**src/rtl/chan_ring_pkg.sv**
```systemverilog
package chan_ring_pkg;
  typedef enum logic {
    DIR_IN  = 1'b0,
    DIR_OUT = 1'b1
  } dir_e;

  typedef enum logic {
    ST_IDLE = 1'b0,
    ST_BUSY = 1'b1
  } arb_st_e;
endpackage

```
**src/rtl/chan_ring_arb.sv**
```systemverilog
module chan_ring_arb #(
  parameter int N     = 30,
  parameter int IDX_W = $clog2(N)
) (
  input  logic [N-1:0]     req_i,
  output logic             any_o,
  output logic [IDX_W-1:0] idx_o
);
  // lowest index wins: scan from top so the last hit is the smallest
  always_comb begin
    idx_o = '0;
    for (int i = N - 1; i >= 0; i--) begin
      if (req_i[i]) idx_o = IDX_W'(i);
    end
  end

  assign any_o = |req_i;
endmodule

```
**src/rtl/chan_ring_ptr.sv**
```systemverilog
module chan_ring_ptr #(
  parameter int OFF_W = 6
) (
  input  logic             clk_i,
  input  logic             rst_ni,
  input  logic             step_i,
  input  logic             clr_i,
  output logic [OFF_W-1:0] off_o,
  output logic             pend_o,
  output logic             half_o
);
  logic field_end;

  // all low bits set: last word of whichever field is active
  assign field_end = &off_o[OFF_W-2:0];

  always_ff @(posedge clk_i or negedge rst_ni) begin
    if (!rst_ni) begin
      off_o  <= '0;
      pend_o <= 1'b0;
      half_o <= 1'b0;
    end else begin
      if (step_i) off_o <= off_o + OFF_W'(1);
      if (step_i && field_end) begin
        pend_o <= 1'b1;
        half_o <= off_o[OFF_W-1];
      end else if (clr_i) begin
        pend_o <= 1'b0;
      end
    end
  end
endmodule

```
**src/rtl/chan_ring_addr.sv**
```systemverilog
module chan_ring_addr #(
  parameter int NUM_CH    = 15,
  parameter int OFF_W     = 6,
  parameter int ADDR_W    = 18,
  parameter int BASE_ADDR = 512,
  localparam int CH_W     = $clog2(NUM_CH + 1)
) (
  input  logic              clk_i,
  input  logic              rst_ni,
  input  logic [NUM_CH-1:0] in_req_i,
  input  logic [NUM_CH-1:0] out_req_i,
  input  logic              mem_stall_i,
  output logic              mem_valid_o,
  output logic              mem_we_o,
  output logic [ADDR_W-1:0] mem_addr_o,
  output logic [CH_W-1:0]   chan_o,
  output logic [NUM_CH-1:0] in_ack_o,
  output logic [NUM_CH-1:0] out_ack_o,
  input  logic [NUM_CH-1:0] in_irq_clr_i,
  input  logic [NUM_CH-1:0] out_irq_clr_i,
  output logic [NUM_CH-1:0] in_irq_o,
  output logic [NUM_CH-1:0] out_irq_o,
  output logic [NUM_CH-1:0] in_half_o,
  output logic [NUM_CH-1:0] out_half_o
);
  import chan_ring_pkg::*;

  localparam int NUM_REQ = 2 * NUM_CH;
  localparam int IDX_W   = $clog2(NUM_REQ);

  arb_st_e          st_q;
  logic [IDX_W-1:0] idx_q;
  logic [IDX_W-1:0] arb_idx;
  logic             arb_any;
  logic             done;
  logic [NUM_REQ-1:0] req_all;
  logic [NUM_REQ-1:0] clr_all;
  logic [NUM_REQ-1:0] pend_all;
  logic [NUM_REQ-1:0] half_all;
  logic [NUM_REQ-1:0] ack_all;
  logic [OFF_W-1:0]   off_all [NUM_REQ];

  // requester r = 2*(channel-1) + direction
  for (genvar c = 0; c < NUM_CH; c++) begin : g_map
    assign req_all[2*c]   = in_req_i[c];
    assign req_all[2*c+1] = out_req_i[c];
    assign clr_all[2*c]   = in_irq_clr_i[c];
    assign clr_all[2*c+1] = out_irq_clr_i[c];
    assign in_irq_o[c]    = pend_all[2*c];
    assign out_irq_o[c]   = pend_all[2*c+1];
    assign in_half_o[c]   = half_all[2*c];
    assign out_half_o[c]  = half_all[2*c+1];
    assign in_ack_o[c]    = ack_all[2*c];
    assign out_ack_o[c]   = ack_all[2*c+1];
  end

  chan_ring_arb #(.N(NUM_REQ), .IDX_W(IDX_W)) u_arb (
    .req_i (req_all),
    .any_o (arb_any),
    .idx_o (arb_idx)
  );

  assign mem_valid_o = (st_q == ST_BUSY);
  assign done        = mem_valid_o && !mem_stall_i;

  always_ff @(posedge clk_i or negedge rst_ni) begin
    if (!rst_ni) begin
      st_q  <= ST_IDLE;
      idx_q <= '0;
    end else begin
      unique case (st_q)
        ST_IDLE: if (arb_any && !mem_stall_i) begin
          st_q  <= ST_BUSY;
          idx_q <= arb_idx;
        end
        ST_BUSY: if (!mem_stall_i) st_q <= ST_IDLE;
        default: st_q <= ST_IDLE;
      endcase
    end
  end

  for (genvar r = 0; r < NUM_REQ; r++) begin : g_ptr
    assign ack_all[r] = done && (idx_q == IDX_W'(r));
    chan_ring_ptr #(.OFF_W(OFF_W)) u_ptr (
      .clk_i  (clk_i),
      .rst_ni (rst_ni),
      .step_i (ack_all[r]),
      .clr_i  (clr_all[r]),
      .off_o  (off_all[r]),
      .pend_o (pend_all[r]),
      .half_o (half_all[r])
    );
  end

  // region base is idx*2**OFF_W, so the offset fills the low bits
  assign mem_addr_o = ADDR_W'(BASE_ADDR) + ADDR_W'({idx_q, off_all[idx_q]});
  assign mem_we_o   = (idx_q[0] == DIR_IN);
  assign chan_o     = CH_W'(idx_q >> 1) + CH_W'(1);
endmodule

```
**config.mk**
```make
export PLATFORM = sky130hd
export DESIGN_NAME = chan_ring_addr
export DESIGN_NICKNAME = d
export VERILOG_FILES = /design/src/rtl/chan_ring_pkg.sv /design/src/rtl/chan_ring_arb.sv /design/src/rtl/chan_ring_ptr.sv /design/src/rtl/chan_ring_addr.sv
export SDC_FILE = /design/constraint.sdc
export NUM_CORES = 1
export LEC_CHECK = 0
export BUFFER_PORTS_ARGS = -buffer_cell sky130_fd_sc_hd__buf_2
export CORE_ASPECT_RATIO = 2
export CORE_MARGIN = 2
export CORE_UTILIZATION = 50
export DETAILED_ROUTE_END_ITERATION = 10
export PLACE_DENSITY = 0.71
export SKIP_LAST_GASP = 1
export SYNTH_ARGS = -nofsm -noshare
export SYNTH_HDL_FRONTEND = slang
export SYNTH_SLANG_ARGS = --single-unit
```
**constraint.sdc**
```tcl
create_clock -name clk_i -period 2.62 [get_ports clk_i]
set_input_delay 0.524 -clock clk_i [delete_from_list [all_inputs] [get_ports clk_i]]
set_output_delay 0.524 -clock clk_i [all_outputs]
set_load 0.005 [all_outputs]
```
# [Yosys cells after proc, flatten, opt, wreduce, memory -nomap -nowiden]
# Cells that the tools add are included.
# Widths: inputs -> output; s select.
[word_totals] ff_bits=246 input_bits=63 latchBits=0 memories=0 out_inout_bits=114 mem_bits_rw=0 mem_bits_ro=0
[classes] shifts=0 n_addsub=32 n_mux=96 n_lt_le_gt_ge=1 multipliers=0 n_eq_ne=29 div=0 bitwise=3 n_reduce_logical=126
[ops] op="$add 6x1->6 const B" n=30
[ops] op="$mux 5" n=30
[ops] op="$reduce_and 5->1" n=30
[ops] op="$eq 5x5->1 const B" n=14
[ops] op="$logic_and 1x1->1" n=62
[ops] op="$mux 1" n=62
[ops] op="$reduce_bool 2->1" n=30
[ops] op="$eq 5x4->1 const B" n=8
[ops] op="$bmux 6 s5" n=1
[ops] op="$reduce_or 30->1" n=1
[ops] op="$eq 5x3->1 const B" n=4
[ops] op="$add 10x11->12 const A" n=1
[ops] op="$mux 6" n=2
[ops] op="$eq 5x2->1 const B" n=2
[ops] op="$ge 6x6->1 const B" n=1
[ops] op="$not 5->6" n=1
[ops] op="$eq 5x1->1 const B" n=1
[ops] op="$logic_not 5->1" n=1
[ops] op="$add 4x1->4 const B" n=1
[ops] op="$not 1->1" n=2
[ops] op="$pmux 1 s2" n=1
[ops] op="$reduce_and 2->1" n=1
[ops] op="$logic_not 1->1" n=1

# [Depth between registers and ports, before layout]
[depth] depth_word=30 depth_mapped=8

# [Cells and area by module]
# From an unflattened synthesis, not the netlist that was laid out.
[unflattened] hier_cells=1023 hier_area_um2=12593.3
[by_module_without_submodules] mod="chan_ring_ptr" area_each_um2=339.1 instances=30 seq_area_each_um2=200.2 cells_each=25
[by_module_without_submodules] mod="chan_ring_addr" area_each_um2=2070.7 instances=1 seq_area_each_um2=150.1 cells_each=211
[by_module_without_submodules] mod="chan_ring_arb" area_each_um2=350.3 instances=1 seq_area_each_um2=0.0 cells_each=62

# [Worst setup path before layout]
# No wires, ideal clock.
[synth_timing] kind="flip-flop to output port" startpoint="register idx_q[0]" endpoint="output mem_addr_o[1]" slack_ns=0.166 required_ns=2.096 stages_incl_launch_ff=7 n_path_buf=3 t_arrival_ns=1.930 cell_sequence="dfrtp_1 > clkbuf_1 > buf_2 > buf_2 > mux4_2 > mux2i_1 > a211oi_1"
[synth_between] elab_chain_len=5
[synth_rtl] element="start: declaration" line="chan_ring_addr.sv:32" text="logic [IDX_W-1:0] idx_q;"
[synth_rtl] element="start signal: assignment" line="chan_ring_addr.sv:74" text="idx_q <= arb_idx;"
[synth_rtl] element="$not 5->6 (not written as such)" line="chan_ring_addr.sv:96" text="assign mem_addr_o = ADDR_W'(BASE_ADDR) + ADDR_W'({idx_q, off_all[idx_q]});"
[synth_rtl] element="$bmux 6 s5" line="chan_ring_addr.sv:96"
[synth_rtl] element="$mux 6 (not written as such) (2 in a row)" line="chan_ring_addr.sv:96"
[synth_rtl] element="$add 10x11->12" line="chan_ring_addr.sv:96"
[synth_rtl] element="end: declaration" line="chan_ring_addr.sv:15" text="output logic [ADDR_W-1:0] mem_addr_o,"
# No other way between the ends. The select of a mux whose other input is x is not followed.

# [Worst setup path after layout]
[layout_timing] startpoint="register idx_q[0]" endpoint="output mem_addr_o[2]"
# Same word-level chain as after synthesis.

==> impl_metrics.json <==
{
  "wirelength_um": 34100,
  "hold_path.class": "input port to flop",
  "netlist_area_mm2": 0.0132,
  "yosys.area.top_type_share": 0.466,
  "powerDensity_mw_per_mm2": 557,
  "dieArea_mm2": 0.0278,
  "placed_area_mm2": 0.0143,
  "drt_iter0_drc": 605,
  "peakVddDrop_mv": 0.372,
  "clock_path_buffers": 3,
  "wl_met1_um": 11400,
  "critical_path_arrival_ps": 2510,
  "yosysMostFrequentCell": "dfrtp_1",
  "viasPerCell": 5.58,
  "final_antenna_net_count": 0,
  "stdcell_area_mm2": 0.0161,
  "antenna_found_initial": 0,
  "ys_async_sr_fraction": 1.00,
  "grt_pass1_vias": 9583,
  "worst_slack_ps": -413,
  "initial_core_util": 0.504,
  "setup_viol": 35,
  "timing.final.crit_share": 1.16,
  "r2r-start": "idx_q[0]",
  "layout-drive-gt1-share": 0.419,
  "fillCellCount": 2008,
  "tns_ps": -6810,
  "startpoint_type": "flop",
  "synth_seq_cells": 246,
  "power.leakage_uw": 0.00843,
  "drc_errors": 0,
  "die_x_um": 119,
  "clock_skew_ps": 8.09,
  "slew_violations": 0,
  "yosysSeqAreaShare": 0.466,
  "ios": 177,
  "startpoint": "idx_q[0]",
  "synth_top_area_cell": "dfrtp_1",
  "status": "finished with violations",
  "min-delay-start": "in_irq_clr_i[14]",
  "area_growth_syn_to_layout_pct": 21.9,
  "highest_layer": "met4",
  "syn_inst": 1091,
  "wl_per_cell_um": 20.7,
  "yosys_most_used_dff": "dfrtp_1",
  "max_freq_ghz": 0.330,
  "numPortBuffers": 170,
  "htreeDepth": 1,
  "cts_buffers": 23,
  "n_antenna_cell": 0,
  "nNetsFinal": 1418,
  "dr_wl_met2_um": 19700,
  "maxCapViolations": 0,
  "clock_latency_ps": 520,
  "grt.total_usage": 0.240,
  "wl_met3_um": 1400,
  "rsz0062_at_grt": "true",
  "grt_pass1_wl_um": 51600,
  "synth_commonest_cells": "dfrtp_1, buf_4, nand2_1",
  "tritoncts": "done",
  "synth_area_leaders": "dfrtp_1, mux2_2, mux4_2",
  "tightest_slew_ps": 589,
  "routabilityCongestion": 0.880,
  "end_kind": "primary output",
  "drtPass1Iterations": 4,
  "synth_warnings": 0,
  "violations": "setup timing",
  "avgSynthCellArea_um2": 12.1,
  "place_hpwl_um": 24800,
  "period_minus_slack_ps": 3030,
  "grt-ovfl-total": 0,
  "finalHoldViolCount": 0,
  "vias": 9221,
  "clkSinkCount": 246,
  "cp.required_ps": 2100,
  "crit_type": "flop to primary output",
  "synth_edf_count": 0,
  "synth.distinct_cells": 53,
  "cp_max_fo": 8,
  "grt_max_degree": 73,
  "fp.dieH_um": 234,
  "clkTransAtPathRegs_ps": 70,
  "cts_root_buf": "clkbuf_16",
  "num_rows": 84,
  "relSlewSlack": 0.607,
  "core_area_mm2": 0.0262
}
-- layout make-up --
type,instances,area (um^2),area share
Sequential cell,246,6170,0.383
Inverter,38,143,0.00886
Tap cell,344,430,0.0267
Clock inverter,13,133,0.00824
Multi-Input combinational cell,683,6410,0.398
Clock buffer,28,634,0.0394
Timing Repair Buffer,301,2180,0.135
-- stage by stage --
stage | instances | power [uW] | hold slack (ps) | setup WS [ps] | utilization
final | 1653 | 8970 | 181 | -413 | 0.615
after global placement | 1562 | 5190 | 481 | 6.66 | 0.547
after CTS | 1636 | 8830 | 169 | -364 | 0.597
after detailed placement | 1562 | 5220 | 489 | -38.6 | 0.547
after global routing | 1653 | 9270 | 187 | -425 | 0.615
after floorplan | 1096 | 4730 | 228 | 166 | -
-- state kept, by name, summed over array words and instances, names as in the netlist --
| signal | count |
|---|---|
| g_ptr.u_ptr.half_o | 30 |
| idx_q | 5 |
| g_ptr.u_ptr.pend_o | 30 |
| g_ptr.u_ptr.off_o | 180 |
| mem_valid_o | 1 |
-- cell families after synthesis --
family / after synthesis / synth area share
other cells: 1 / 0.000284
mux: 145 / 0.158
flops: 246 / 0.466
xor+xnor: 122 / 0.0809
fa+ha+maj: 62 / 0.0588
compound gates: 83 / 0.0398
simple gates: 265 / 0.118
buf+inv: 167 / 0.0776
-- report_power, final --
group	switching, uW	total (uW)	internal [uW]
Combinational	707	1440	728
Sequential	174	4100	3930
Clock	1510	3440	1930
-- layer usage --
metal  GRT usage  up-vias
met5           0        -
met4       0.112        0
met3      0.0241      104
met2       0.481      292
met1       0.244     4646
li1            -     4179
-- placed cells by master, fill, tap and decap left out, types with 6 or more instances in the layout --
cell and instances:
dfrtp_1 242, buf_2 164, buf_4 94, mux2_2 90, nand2_1 88, ha_1 62, xor2_1 61, xnor2_1 61
mux4_2 42, inv_1 38, o21ai_0 36, and3_1 30, clkbuf_16 26, buf_6 25, nor2_1 23, nand3_1 23
and4_1 21, nor3_4 19, a211oi_2 10, a21oi_1 9, nand4_1 9, buf_12 9, nor4_1 8, nor4_4 7
conb_1 6
-- worst paths after layout --
kind | endpoint | slack (ps) | cells past startpoint
worst max-delay path | mem_addr_o[2] | -410 | 6
worst min-delay path | g_ptr[28].u_ptr.pend_o | 180 | 2
worst max register to register | g_ptr[19].u_ptr.off_o[5] | 100 | 13
worst min register to register | g_ptr[12].u_ptr.off_o[5] | 500 | 1
max in group asynchronous | g_ptr[21].u_ptr.off_o[3] | 1240 | 3
min in group asynchronous | g_ptr[7].u_ptr.pend_o | 560 | 2
-- worst max-delay path, cell delays in order, from the launching register on --
cell and delay, ps:
dfrtp_4 530, clkbuf_16 200, buf_16 140, mux4_2 520, mux2i_2 250, a211oi_1 160
buf_2 170
-- timing repair --
| action | in CTS | in global routing |
|---|---|---|
| pin swaps | 9 | 28 |
| resized for setup | 48 | 65 |
| buffers inserted | 31 | 16 |
| hold endpoints to repair | 46 | 0 |
| endpoints found under the setup margin | 36 | 36 |
| gates cloned | 1 | 3 |
| hold buffers | 1 | 0 |
No activity file was read; power rests on OpenSTA's default activity.
